--- src/rtl/cfgdp_pkg.sv ---
`timescale 1ns/1ps
package cfgdp_pkg;
  localparam int unsigned WORD_W = 32;
  localparam int unsigned OFS_W  = 2;

  typedef enum logic [1:0] {
    SZ_BYTE     = 2'd0,
    SZ_HALF     = 2'd1,
    SZ_WORD     = 2'd2,
    SZ_WORD_ALT = 2'd3
  } acc_size_e;

  // Mask of the lanes that an access of the given width occupies.
  function automatic logic [WORD_W-1:0] width_mask(input logic [1:0] sz);
    case (sz)
      2'd0:    width_mask = 32'h0000_00FF;
      2'd1:    width_mask = 32'h0000_FFFF;
      default: width_mask = 32'hFFFF_FFFF;
    endcase
  endfunction

  // Byte count carried on the downstream bus.
  function automatic logic [2:0] size_bytes(input logic [1:0] sz);
    case (sz)
      2'd0:    size_bytes = 3'd1;
      2'd1:    size_bytes = 3'd2;
      default: size_bytes = 3'd4;
    endcase
  endfunction

  // Reverse the bytes inside the active width; a single byte stays as is.
  function automatic logic [WORD_W-1:0] lane_swap(input logic [1:0] sz,
                                                  input logic [WORD_W-1:0] d);
    case (sz)
      2'd0:    lane_swap = d;
      2'd1:    lane_swap = {16'h0000, d[7:0], d[15:8]};
      default: lane_swap = {d[7:0], d[15:8], d[23:16], d[31:24]};
    endcase
  endfunction
endpackage

--- src/rtl/cfgdp_addr_reg.sv ---
`timescale 1ns/1ps
module cfgdp_addr_reg #(
  parameter int unsigned ADDR_W = 32
) (
  input  logic              clk,
  input  logic              rst_n,
  input  logic              wr_en,
  input  logic [ADDR_W-1:0] wr_data,
  output logic [ADDR_W-1:0] addr_q,
  output logic              enabled
);
  localparam int unsigned EN_BIT = ADDR_W - 1;

  always_ff @(posedge clk or negedge rst_n) begin
    if (!rst_n)     addr_q <= '0;
    else if (wr_en) addr_q <= wr_data;
  end

  assign enabled = addr_q[EN_BIT];

  assert_wr_capture_R1: assert property (@(posedge clk) disable iff (!rst_n)
    wr_en |=> (addr_q == $past(wr_data)));
  assert_hold_R1: assert property (@(posedge clk) disable iff (!rst_n)
    !wr_en |=> $stable(addr_q));
endmodule

--- src/rtl/cfgdp_lane_swap.sv ---
`timescale 1ns/1ps
module cfgdp_lane_swap
  import cfgdp_pkg::*;
#(
  parameter bit BIG_ENDIAN = 1'b0
) (
  input  logic [1:0]        sz,
  input  logic [WORD_W-1:0] din,
  output logic [WORD_W-1:0] dout
);
  generate
    if (BIG_ENDIAN) begin : g_swap
      assign dout = lane_swap(sz, din);
    end else begin : g_pass
      assign dout = din;
    end
  endgenerate

  // Single bytes must leave this stage untouched in either build.
  always_comb begin
    if (sz == SZ_BYTE)
      assert_byte_unswapped_R10: assert (dout == din);
  end
endmodule

--- src/rtl/cfgdp_req_gen.sv ---
`timescale 1ns/1ps
module cfgdp_req_gen
  import cfgdp_pkg::*;
#(
  parameter int unsigned ADDR_W = 32
) (
  input  logic              acc_valid,
  input  logic              acc_write,
  input  logic [1:0]        acc_size,
  input  logic [OFS_W-1:0]  acc_offset,
  input  logic [ADDR_W-1:0] addr_q,
  input  logic              enabled,
  input  logic [WORD_W-1:0] wdata_lane,
  output logic              dn_valid,
  output logic              dn_write,
  output logic [ADDR_W-1:0] dn_addr,
  output logic [2:0]        dn_size,
  output logic [WORD_W-1:0] dn_wdata
);
  logic               is_word;
  logic [ADDR_W-1:0]  ofs_ext;

  assign is_word = acc_size[1];
  assign ofs_ext = {{(ADDR_W-OFS_W){1'b0}}, acc_offset};

  always_comb begin
    dn_valid = acc_valid & enabled;
    dn_write = acc_write;
    dn_size  = size_bytes(acc_size);
    dn_wdata = wdata_lane;
    dn_addr  = is_word ? addr_q : (addr_q | ofs_ext);
  end
endmodule

--- src/rtl/cfgdp_resp.sv ---
`timescale 1ns/1ps
module cfgdp_resp
  import cfgdp_pkg::*;
(
  input  logic              clk,
  input  logic              rst_n,
  input  logic              acc_valid,
  input  logic              acc_write,
  input  logic [1:0]        acc_size,
  input  logic              enabled,
  input  logic [WORD_W-1:0] rd_lane,
  output logic              rsp_valid,
  output logic [WORD_W-1:0] rsp_rdata
);
  logic rd_take;
  assign rd_take = acc_valid & ~acc_write;

  always_ff @(posedge clk or negedge rst_n) begin
    if (!rst_n) begin
      rsp_valid <= 1'b0;
      rsp_rdata <= '0;
    end else begin
      rsp_valid <= rd_take;
      if (rd_take)
        rsp_rdata <= enabled ? rd_lane : width_mask(acc_size);
    end
  end

  assert_one_rsp_R9: assert property (@(posedge clk) disable iff (!rst_n)
    rd_take |=> rsp_valid);
  assert_no_spurious_rsp_R9: assert property (@(posedge clk) disable iff (!rst_n)
    !rd_take |=> !rsp_valid);
endmodule

--- src/rtl/cfgdp_bridge.sv ---
`timescale 1ns/1ps
module cfgdp_bridge
  import cfgdp_pkg::*;
#(
  parameter int unsigned ADDR_W     = 32,
  parameter bit          BIG_ENDIAN = 1'b0
) (
  input  logic              clk,
  input  logic              rst_n,
  input  logic              addr_wr_en,
  input  logic [ADDR_W-1:0] addr_wr_data,
  input  logic              acc_valid,
  input  logic              acc_write,
  input  logic [1:0]        acc_size,
  input  logic [1:0]        acc_offset,
  input  logic [31:0]       acc_wdata,
  output logic              rsp_valid,
  output logic [31:0]       rsp_rdata,
  output logic              dn_valid,
  output logic              dn_write,
  output logic [ADDR_W-1:0] dn_addr,
  output logic [2:0]        dn_size,
  output logic [31:0]       dn_wdata,
  input  logic [31:0]       dn_rdata
);
  logic [ADDR_W-1:0] addr_q;
  logic              acc_en;
  logic [WORD_W-1:0] wr_masked, wr_lane;
  logic [WORD_W-1:0] rd_masked, rd_lane;

  cfgdp_addr_reg #(.ADDR_W(ADDR_W)) u_addr (
    .clk(clk), .rst_n(rst_n), .wr_en(addr_wr_en), .wr_data(addr_wr_data),
    .addr_q(addr_q), .enabled(acc_en)
  );

  assign wr_masked = acc_wdata & width_mask(acc_size);
  assign rd_masked = dn_rdata  & width_mask(acc_size);

  cfgdp_lane_swap #(.BIG_ENDIAN(BIG_ENDIAN)) u_wr_swap (
    .sz(acc_size), .din(wr_masked), .dout(wr_lane)
  );
  cfgdp_lane_swap #(.BIG_ENDIAN(BIG_ENDIAN)) u_rd_swap (
    .sz(acc_size), .din(rd_masked), .dout(rd_lane)
  );

  cfgdp_req_gen #(.ADDR_W(ADDR_W)) u_req (
    .acc_valid(acc_valid), .acc_write(acc_write), .acc_size(acc_size),
    .acc_offset(acc_offset), .addr_q(addr_q), .enabled(acc_en),
    .wdata_lane(wr_lane), .dn_valid(dn_valid), .dn_write(dn_write),
    .dn_addr(dn_addr), .dn_size(dn_size), .dn_wdata(dn_wdata)
  );

  cfgdp_resp u_resp (
    .clk(clk), .rst_n(rst_n), .acc_valid(acc_valid), .acc_write(acc_write),
    .acc_size(acc_size), .enabled(acc_en), .rd_lane(rd_lane),
    .rsp_valid(rsp_valid), .rsp_rdata(rsp_rdata)
  );

  assert_disabled_quiet_R2: assert property (@(posedge clk) disable iff (!rst_n)
    (acc_valid && !acc_en) |-> !dn_valid);
  assert_disabled_ones_R3: assert property (@(posedge clk) disable iff (!rst_n)
    (acc_valid && !acc_write && !acc_en) |=>
      (rsp_valid && rsp_rdata == width_mask($past(acc_size))));
  assert_req_follows_acc_R4: assert property (@(posedge clk) disable iff (!rst_n)
    dn_valid |-> (acc_valid && dn_write == acc_write));
  assert_subword_merge_R5: assert property (@(posedge clk) disable iff (!rst_n)
    (dn_valid && !acc_size[1]) |->
      (dn_addr[ADDR_W-1:2] == addr_q[ADDR_W-1:2] &&
       dn_addr[1:0] == (addr_q[1:0] | acc_offset)));
  assert_word_no_merge_R6: assert property (@(posedge clk) disable iff (!rst_n)
    (dn_valid && acc_size[1]) |-> (dn_addr == addr_q));
  assert_size_onehot_R7: assert property (@(posedge clk) disable iff (!rst_n)
    dn_valid |-> ($countones(dn_size) == 1));
  assert_byte_zero_ext_R9: assert property (@(posedge clk) disable iff (!rst_n)
    (acc_valid && !acc_write && acc_size == SZ_BYTE) |=> (rsp_rdata[31:8] == 24'h0));
endmodule

--- config.mk ---
export PLATFORM = sky130hd
export DESIGN_NAME = cfgdp_bridge
export DESIGN_NICKNAME = d
export VERILOG_FILES = /design/src/rtl/cfgdp_pkg.sv /design/src/rtl/cfgdp_addr_reg.sv /design/src/rtl/cfgdp_lane_swap.sv /design/src/rtl/cfgdp_req_gen.sv /design/src/rtl/cfgdp_resp.sv /design/src/rtl/cfgdp_bridge.sv
export SDC_FILE = /design/constraint.sdc
export NUM_CORES = 1
export LEC_CHECK = 0
export ABC_AREA = 1
export BUFFER_PORTS_ARGS = -buffer_cell sky130_fd_sc_hd__clkbuf_2
export CORE_MARGIN = 2
export CORE_UTILIZATION = 43
export CTS_BUF_LIST = sky130_fd_sc_hd__clkbuf_8 sky130_fd_sc_hd__clkbuf_16
export CTS_CLUSTER_DIAMETER = 150
export DETAILED_ROUTE_END_ITERATION = 16
export PLACE_DENSITY_LB_ADDON = 0.1
export SYNTH_ARGS = -nofsm -noshare
export SYNTH_HDL_FRONTEND = slang
export SYNTH_SLANG_ARGS = --single-unit
export TNS_END_PERCENT = 20
--- constraint.sdc ---
create_clock -name clk -period 1.2 [get_ports clk]
set_input_delay 0.12 -clock clk [delete_from_list [all_inputs] [get_ports clk]]
set_output_delay 0.12 -clock clk [all_outputs]
set_load 0.01 [all_outputs]
==> impl_metrics.toml <==
[critical_path]
worst-endpoint-arrival_ns = 1.06
r2r_setup_slk_ns = 0.15
path_class = "reg2out"
rr_startpoint = "u_addr.addr_q[31]"
critical_path_required_ns = 1.08
crit_fanout = 4
cp-start-kind = "flop"
rr_worst_depth = 4
worst_r2r_endpoint = "u_resp.rsp_rdata[7]"
worstSetupEndpointType = "primary output"

[die]
floorplan.initialDensity_pct = 44.82
floorplan.die.height_um = 91.18
die_width_um = 91.18
num_io_pins = 207
die-area_um2 = 8314
std_cell_rows = 31
core_area_um2 = 7292

[drt]
antenna_left = 0
vias_per_cell = 4.290
drt_first_iter_violations = 163
via_count = 3067
detail_route.wl_per_cell_um = 11.62
post-route-drc-count = 0
firstDrtPassIters = 4
totalWireLength_mm = 8.305

[worst_hold_path]
worst_hold_startpoint = "addr_wr_data[27]"
hold_depth = 3
holdCritPathClass = "in2reg"
worst_hold_path.endpoint = "u_addr.addr_q[27]"

[placement]
place.port_buffers = 190
post-place-cells = 666
detailed_place_hpwl_mm = 5.997
routabilityCongestion = 0.7521

[clock_tree]
worst_skew_pair.late_latency_ns = 0.33
clk_path_buf_depth = 2
clock-root-buffer = "clkbuf_8"
cts_tree = "done"
clkSlewWorstSetupHoldPaths_ns = 0.08
cts_buffers = 9
cts.sink_count = 65
cts.htree.levels = 3

[global_routing]
grt_antenna_before_repair = 0
groute.usage.overall_pct = 20.62
grt_first_pass_wirelength_mm = 13.92
grt_met2_use_pct = 33.89
grt_start_max_net_pins = 42
grt.met1_usage_pct = 26.75
first_global_vias = 2977
grt_use_met3_pct = 4.647
grt.busiest_layer = "met2"
globalRouteOverflowTotal = 0

[synth]
yosys_reg_bits = 65
synth_area_per_inst_um2 = 7.636
synthesis.yosys.warnings = 0
nets_in_the_synthesized_netlist = 533
seq_area_frac_synth_pct = 49.77
synth.distinct_cells = 15
synth_cells = 428
syn-cell-area_um2 = 3268

[power_and_ir_drop]
cellLeakagePower_nw = 2.850
power_density_nw_per_um2 = 1248
power_mw = 5.718
irDropWorstVdd_v = 0.0008477

[timing]
worst_clock_skew_ns = 0.005753
max_freq_ghz = 0.8485
finalWorstPathRequiredPeriod_ns = 1.179
final.setup.tns_ns = 0
slew_headroom_pct = 77.01
unrepaired_setup_endpoints_after_global_routing = "true"
report.final.slew_viol_count = 0
min_period_over_period_pct = 98.22
setup-violations-final = 0
worst-slew-pin-transition_ns = 0.3449
number_of_hold_slack_violations_in_the_final_timing_report = 0

[job]
drv.max_cap_violation_count = 0

[cells_and_area]
final_layout_size_suffix_gt1_share_pct = 36.04
fill_cells = 682
final_core_util_pct = 62.82
nets = 716
antenna_cells_inserted = 0
synthToLayoutAreaGrowth_pct = 40.16
final_cell_count_without_fillers = 715

[status]
run_status = "completed"
==> area by class of cell <==
class | instances | area [um^2] | area share (%)
timing repair buffer | 232 | 1395 | 30.46
multi-input combinational | 217 | 907.1 | 19.80
sequential | 65 | 1627 | 35.51
tap | 99 | 123.9 | 2.704
inverter | 86 | 322.8 | 7.047
clock buffer | 10 | 137.6 | 3.005
clock inverter | 6 | 67.56 | 1.475
==> state kept, by name, summed over array words and instances (netlist names) <==
| signal | cells |
|---|---|
| u_addr.addr_q | 32 |
| u_resp.rsp_rdata | 32 |
| u_resp.rsp_valid | 1 |
==> worst max-delay path by stage <==
stage	from	end	slack, ns	cells past startpoint
2_1_floorplan	u_addr.addr_q[31]	u_resp.rsp_rdata[13]	0.29	5
3_3_place_gp	acc_size[1]	dn_wdata[19]	0.26	5
3_5_place_dp	u_addr.addr_q[31]	u_resp.rsp_rdata[2]	0.24	3
4_1_cts	u_addr.addr_q[31]	dn_valid	0.01	4
6_report	u_addr.addr_q[31]	dn_valid	0.02	4
5_1_grt	u_addr.addr_q[31]	dn_valid	-0.03	4
==> worst max-delay path, cell delays in order, from the launching register on <==
cell and delay (ns):
dfrtp_1 0.39, buf_6 0.14, nand2_2 0.04, inv_1 0.03, buf_2 0.12
==> per-layer routing <==
metal / routed length (um) / vias to the layer above
li1: - / 1579
met1: 3634 / 1369
met2: 4013 / 107
met3: 547 / 12
met4: 110 / 0
met5: 0 / -
==> cell usage in the layout, fill, tap and decap left out, drive strengths merged <==
cell type | synthesis | routed
buf | 57 | 14
bufinv | 0 | 1
clkbuf | 3 | 198
clkinv | 1 | 4
clkinvlp | 0 | 2
dfrtp | 65 | 65
dlygate4sd3 | 0 | 30
inv | 85 | 85
nand2 | 135 | 135
nand3 | 24 | 24
nor2 | 18 | 18
o21ai | 40 | 40
==> kinds of logic (layout without fill, tap and decap cells) <==
kind of cell / Yosys count / after routing / share of synthesized area, %
and+or+nand+nor: 177 / 177 / 21.55
buffers and inverters: 146 / 334 / 22.55
DFF: 65 / 65 / 49.77
AOI/OAI and AO/OA: 40 / 40 / 6.126
==> where the power goes <==
group          switching (mW)  internal [mW]
sequential              0.137           2.44
clock                   0.864           1.02
combinational           0.689          0.574
total                    1.69           4.03
==> what timing repair did <==
item,in CTS,in global routing
hold endpoints to repair,94,0
gates resized for setup,1,2
endpoints found under the setup margin,1,1
hold buffers,30,0
buffers inserted,3,0
==> metrics by stage <==
step                hold slack, ns  worst slack (ns)  instance area (um^2)
finish                     0.01052           0.02141                  4581
global placement           0.02131            0.2648                  4046
detailed placement         0.02442            0.2370                  4046
CTS                       0.004377           0.01045                  4578
global route               0.01561          -0.03045                  4581
floorplan                  -0.1756            0.2852                  3268
==> cells in the mapped netlist <==
master | count | area share [%]
nand2_1 | 134 | 15
inv_1 | 84 | 9.6
dfrtp_1 | 65 | 50
buf_4 | 41 | 9.4
o21ai_0 | 40 | 6.1
nand3_1 | 24 | 3.7
nor2_1 | 17 | 2.0
buf_2 | 14 | 2.1
buf_6 | 2 | 0.69
clkbuf_2 | 2 | 0.31
clkbuf_1 | 1 | 0.11
clkinv_1 | 1 | 0.11
inv_2 | 1 | 0.11
nand2_2 | 1 | 0.19
nor2_4 | 1 | 0.34
Note: power is estimated with default switching activity, not from simulation.
